$ cat src/rtl/cring_pkg.sv
package cring_pkg;

  typedef enum logic [1:0] {
    ST_IDLE  = 2'd0,
    ST_READ  = 2'd1,
    ST_CHECK = 2'd2,
    ST_WRITE = 2'd3
  } post_state_t;

  localparam int WORD_W  = 32;
  localparam int OWN_BIT = WORD_W - 1;
  localparam int REC_W   = WORD_W - 1;

  // byte address of a ring slot: one 32-bit word per slot
  function automatic logic [WORD_W-1:0] slot_addr(input logic [WORD_W-1:0] base,
                                                  input logic [15:0] idx);
    return base + {14'd0, idx, 2'b00};
  endfunction

  // word written to the ring: record with the host-owned mark set
  function automatic logic [WORD_W-1:0] seal_record(input logic [REC_W-1:0] rec);
    return {1'b1, rec};
  endfunction

  function automatic logic host_owns(input logic [WORD_W-1:0] word);
    return word[OWN_BIT];
  endfunction

endpackage

$ cat src/rtl/cring_arb.sv
module cring_arb (
  input  logic       tx_req,
  input  logic       rx_req,
  input  logic [1:0] full,
  output logic       pick_valid,
  output logic       pick_rx
);
  logic rx_yields;

  // receive yields only when it is stalled and transmit is not
  assign rx_yields  = full[1] && !full[0] && tx_req;
  assign pick_rx    = rx_req && !rx_yields;
  assign pick_valid = tx_req || rx_req;
endmodule

$ cat src/rtl/cring_idx.sv
module cring_idx #(
  parameter int IDX_W = 8
) (
  input  logic             clk,
  input  logic             rst_n,
  input  logic             step,
  output logic [IDX_W-1:0] idx
);
  always_ff @(posedge clk or negedge rst_n) begin
    if (!rst_n)    idx <= '0;
    else if (step) idx <= idx + 1'b1;
  end
endmodule

$ cat src/rtl/cring_fsm.sv
module cring_fsm
  import cring_pkg::*;
#(
  parameter int               IDX_W   = 8,
  parameter logic [WORD_W-1:0] TX_BASE = 32'h0000_1000,
  parameter logic [WORD_W-1:0] RX_BASE = 32'h0000_2000
) (
  input  logic              clk,
  input  logic              rst_n,
  input  logic              pick_valid,
  input  logic              pick_rx,
  input  logic [REC_W-1:0]  tx_rec,
  input  logic [REC_W-1:0]  rx_rec,
  input  logic [IDX_W-1:0]  tx_idx,
  input  logic [IDX_W-1:0]  rx_idx,
  input  logic [WORD_W-1:0] mem_rdata,
  output logic              mem_req,
  output logic              mem_we,
  output logic [WORD_W-1:0] mem_addr,
  output logic [WORD_W-1:0] mem_wdata,
  output logic              post_fire,
  output logic              owned_hit,
  output logic              cur_rx
);
  post_state_t       st;
  logic [REC_W-1:0]  cur_rec;
  logic [WORD_W-1:0] cur_addr;
  logic [15:0]       sel_idx;

  always_comb begin
    sel_idx = '0;
    sel_idx[IDX_W-1:0] = pick_rx ? rx_idx : tx_idx;
  end

  always_ff @(posedge clk or negedge rst_n) begin
    if (!rst_n) begin
      st       <= ST_IDLE;
      cur_rx   <= 1'b0;
      cur_rec  <= '0;
      cur_addr <= '0;
    end else begin
      unique case (st)
        ST_IDLE: if (pick_valid) begin
          cur_rx   <= pick_rx;
          cur_rec  <= pick_rx ? rx_rec : tx_rec;
          cur_addr <= slot_addr(pick_rx ? RX_BASE : TX_BASE, sel_idx);
          st       <= ST_READ;
        end
        ST_READ:  st <= ST_CHECK;
        ST_CHECK: st <= host_owns(mem_rdata) ? ST_IDLE : ST_WRITE;
        ST_WRITE: st <= ST_IDLE;
        default:  st <= ST_IDLE;
      endcase
    end
  end

  assign mem_req   = (st == ST_READ) || (st == ST_WRITE);
  assign mem_we    = (st == ST_WRITE);
  assign mem_addr  = cur_addr;
  assign mem_wdata = seal_record(cur_rec);
  assign post_fire = (st == ST_WRITE);
  assign owned_hit = (st == ST_CHECK) && host_owns(mem_rdata);
endmodule

$ cat src/rtl/cring_poster.sv
module cring_poster
  import cring_pkg::*;
#(
  parameter int                IDX_W   = 8,
  parameter logic [WORD_W-1:0] TX_BASE = 32'h0000_1000,
  parameter logic [WORD_W-1:0] RX_BASE = 32'h0000_2000
) (
  input  logic              clk,
  input  logic              rst_n,
  input  logic              irq_en,
  input  logic              tx_req,
  input  logic [REC_W-1:0]  tx_rec,
  output logic              tx_ack,
  input  logic              rx_req,
  input  logic [REC_W-1:0]  rx_rec,
  output logic              rx_ack,
  output logic              irq,
  output logic [1:0]        ring_full,
  output logic [IDX_W-1:0]  tx_index,
  output logic [IDX_W-1:0]  rx_index,
  output logic              mem_req,
  output logic              mem_we,
  output logic [WORD_W-1:0] mem_addr,
  output logic [WORD_W-1:0] mem_wdata,
  input  logic [WORD_W-1:0] mem_rdata
);
  localparam int NRING = 2;

  logic             pick_valid, pick_rx;
  logic             post_fire, owned_hit, cur_rx;
  logic [NRING-1:0] ring_step;
  logic [IDX_W-1:0] ring_idx [NRING];

  cring_arb u_arb (
    .tx_req    (tx_req),
    .rx_req    (rx_req),
    .full      (ring_full),
    .pick_valid(pick_valid),
    .pick_rx   (pick_rx)
  );

  cring_fsm #(.IDX_W(IDX_W), .TX_BASE(TX_BASE), .RX_BASE(RX_BASE)) u_fsm (
    .clk       (clk),
    .rst_n     (rst_n),
    .pick_valid(pick_valid),
    .pick_rx   (pick_rx),
    .tx_rec    (tx_rec),
    .rx_rec    (rx_rec),
    .tx_idx    (tx_index),
    .rx_idx    (rx_index),
    .mem_rdata (mem_rdata),
    .mem_req   (mem_req),
    .mem_we    (mem_we),
    .mem_addr  (mem_addr),
    .mem_wdata (mem_wdata),
    .post_fire (post_fire),
    .owned_hit (owned_hit),
    .cur_rx    (cur_rx)
  );

  // ring 0 = transmit, ring 1 = receive
  assign ring_step[0] = post_fire && !cur_rx;
  assign ring_step[1] = post_fire &&  cur_rx;

  for (genvar g = 0; g < NRING; g++) begin : g_ring
    cring_idx #(.IDX_W(IDX_W)) u_idx (
      .clk  (clk),
      .rst_n(rst_n),
      .step (ring_step[g]),
      .idx  (ring_idx[g])
    );

    always_ff @(posedge clk or negedge rst_n) begin
      if (!rst_n)                            ring_full[g] <= 1'b0;
      else if (ring_step[g])                 ring_full[g] <= 1'b0;
      else if (owned_hit && (cur_rx == g[0])) ring_full[g] <= 1'b1;
    end
  end

  assign tx_index = ring_idx[0];
  assign rx_index = ring_idx[1];
  assign tx_ack   = ring_step[0];
  assign rx_ack   = ring_step[1];

  always_ff @(posedge clk or negedge rst_n) begin
    if (!rst_n) irq <= 1'b0;
    else        irq <= post_fire && irq_en;
  end
endmodule

$ cat config.mk
export PLATFORM = sky130hd
export DESIGN_NAME = cring_poster
export DESIGN_NICKNAME = d
export VERILOG_FILES = /design/src/rtl/cring_pkg.sv /design/src/rtl/cring_arb.sv /design/src/rtl/cring_idx.sv /design/src/rtl/cring_fsm.sv /design/src/rtl/cring_poster.sv
export SDC_FILE = /design/constraint.sdc
export NUM_CORES = 1
export LEC_CHECK = 0
export BUFFER_PORTS_ARGS = -buffer_cell sky130_fd_sc_hd__buf_2
export CORE_MARGIN = 2
export CORE_UTILIZATION = 48
export CTS_CLUSTER_DIAMETER = 40
export CTS_CLUSTER_SIZE = 16
export DETAILED_ROUTE_END_ITERATION = 8
export GPL_TIMING_DRIVEN = 0
export PLACE_DENSITY = 0.86
export SLEW_MARGIN = 30
export SYNTH_ARGS = -nofsm -noshare
export SYNTH_HDL_FRONTEND = slang
export SYNTH_SLANG_ARGS = --single-unit
$ cat constraint.sdc
create_clock -name clk -period 2.78 [get_ports clk]
set_clock_uncertainty 0.15 [all_clocks]
set_input_delay 0.556 -clock clk [delete_from_list [all_inputs] [get_ports clk]]
set_output_delay 0.556 -clock clk [all_outputs]
set_load 0.05 [all_outputs]
==> results.yml <==
status:
  status: "finished, final reports clean"
sta:
  min_period_ns: 2.43
  whs_ns: 0.127
  rsz0062_at_grt: "no"
  final_max_slew_viol_count: 0
  finalSetupViolCount: 0
  relSlewSlack: 0.481
  hold_viol: 0
  fin_setup_tns_ns: 0
  tightestPinTransition_ns: 0.779
  fin_ws_ns: 0.354
  fin_crit_sh: 0.873
  max_freq_ghz: 0.412
clocking:
  root_buffer: "clkbuf_8"
  cts_tree: "yes"
  h-tree-depth: 3
  cts_resized: 0
  insertion_delay_ns: 0.34
  clock_path_buffers: 2
  cts_buffers: 9
  cts_hold_buf: 0
  clk_pin_slew_ns: 0.07
  post_cts.repair.setup_buffers: 0
  cts_sinks: 62
yosys:
  synth_enable_flop_cells: 0
  synth.area.mux_share: 0.00971
  synthAdderAreaFrac: 0.00747
  ys.flop_type: "dfrtp_1"
  synth_compound_area_frac: 0.122
  synth_top_family_by_area: "simple AND/OR/NAND/NOR gates"
  synth.yosys.seq_area_share: 0.463
  synth.cell_area_um2: 3350
  synth_cell_type_count: 31
  ys_seq_elements: 62
  synth_area_per_cell_um2: 11.1
  synthArstFlopShare: 1.00
  synth_xor_area_frac: 0.0366
  yosys.area_share.simple: 0.244
  synthCells: 301
  yosys_warnings: 0
final_layout:
  final_common_cell: "buf_2"
  antennaDiodeCount: 0
  drive_gt1_frac: 0.412
  utilization: 0.653
  nets: 565
  syn2layout_area_growth_pct: 31.6
  final_cell_mix: "buf_2, dfrtp_1, and3_1"
floorplan:
  dieArea_um2: 7670
  core_um2: 6760
  die_height_um: 87.6
  io_pins: 186
  num_rows: 30
  die_x_um: 87.6
  initial_core_util: 0.496
power:
  total_power_mw: 5.50
  powerDensity_nw_per_um2: 1250
  ir_worst_vdd_v: 0.000707
  p_leak_nw: 2.46
place:
  place_ws_ns: 0.672
  hpwl_um: 6640
  place_congestion: 0.918
  io_buffers: 131
job:
  max_cap_violations: 0
worst_setup_path:
  end_kind: "output port"
  cp.required_ns: 2.07
  path_max_fanout: 10
  crit_type: "reg2out"
  critPathArrivalTime_ns: 1.72
  cp-start-kind: "register"
routing:
  wl_per_cell_um: 16.4
  via_per_inst: 5.56
  ant_nets: 0
  initialDrtViolationCount: 101
  drc_errors: 0
  first_pass_iters: 5
  wl_um: 8970
  vias: 3048
grt:
  grt_usage: 0.233
  antenna_found_initial: 0
  overflow: 0
  grt_pass1_wl_um: 13900
  grt_pass1_vias: 2836
  grt_max_degree: 63
min_path:
  hold_path_class: "in2async"
==> critical path, cell delays in order, from the launching register on <==
cell and delay [ns]:
dfrtp_1 0.34, buf_6 0.15, nand3_1 0.26, inv_1 0.31, buf_2 0.32
==> sequential cells by signal (all words and copies together), names as in the netlist <==
register and count:
u_fsm.st 2, irq 1, ring_full 2, g_ring.u_idx.idx 16, u_fsm.cur_rec 31, u_fsm.mem_addr 10
==> per-stage QoR <==
stage / instances / instance area, um^2
after floorplan: 322 / 3430
after global placement: 533 / 4190
after detailed placement: 533 / 4190
after CTS: 548 / 4410
after global routing: 548 / 4410
final: 548 / 4410
==> synth_stat cells, types with 2 or more instances <==
cell type   n  area (um^2)
a31oi_1     2         12.5
inv_1       3         11.3
and4_1     39          342
nor3_1      3         15.0
buf_6       7         78.8
conb_1      2         7.51
nor2_1      6         22.5
xnor2_1     5         43.8
mux2_2      2         22.5
buf_2       9         45.0
a221o_1    39          390
and3_1     41          257
buf_4      24          180
nand2_1    16         60.1
clkbuf_1   15         56.3
ha_1        2         25.0
nand3_1     2         10.0
nor4_2      2         25.0
dfrtp_1    62         1550
xor2_1      9         78.8
==> area by class of cell <==
| cell class | instances | area, um^2 |
|---|---|---|
| well taps | 80 | 100 |
| clock inverters | 3 | 67.6 |
| flip-flops and latches | 62 | 1550 |
| fillers | 565 | 2350 |
| plain buffers | 56 | 375 |
| multi-input cells | 201 | 1490 |
| clock buffers | 12 | 155 |
| repair buffers | 131 | 658 |
| inverters | 3 | 11.3 |
==> cell families after synthesis <==
family                   Yosys count
buffers and inverters             59
multiplexers                       3
other                              2
adder cells (fa/ha/maj)            2
XOR/XNOR                          14
flip-flops                        62
AND/OR/NAND/NOR                  117
AO/OA/AOI/OAI                     42
==> layer usage <==
layer	track usage	wire length (um)	vias to the layer above
met3	0.0368	635	11
met1	0.304	3790	1455
li1	-	-	1432
met2	0.396	4420	150
met5	0	0	-
met4	0.0839	132	0
==> final timing paths <==
path,startpoint,end,slack (ns),depth (start not counted)
setup reg to reg,ring_full[1],u_fsm.cur_rec[5],0.94,5
hold reg to reg,g_ring[1].u_idx.idx[7],g_ring[1].u_idx.idx[7],0.33,1
max in group asynchronous,rst_n,u_fsm.mem_addr[5],1.81,1
min in group clk,irq_en,irq,0.32,2
setup / recovery,u_fsm.st[1],rx_ack,0.35,4
hold / removal,rst_n,u_fsm.cur_rec[7],0.13,1
==> power breakdown <==
group	switching (mW)	total, mW	internal, mW
clock network	0.342	0.892	0.549
registers	0.238	1.49	1.26
logic	2.16	3.11	0.948
total	2.74	5.50	2.75
Power figures use the tool's default switching activity.
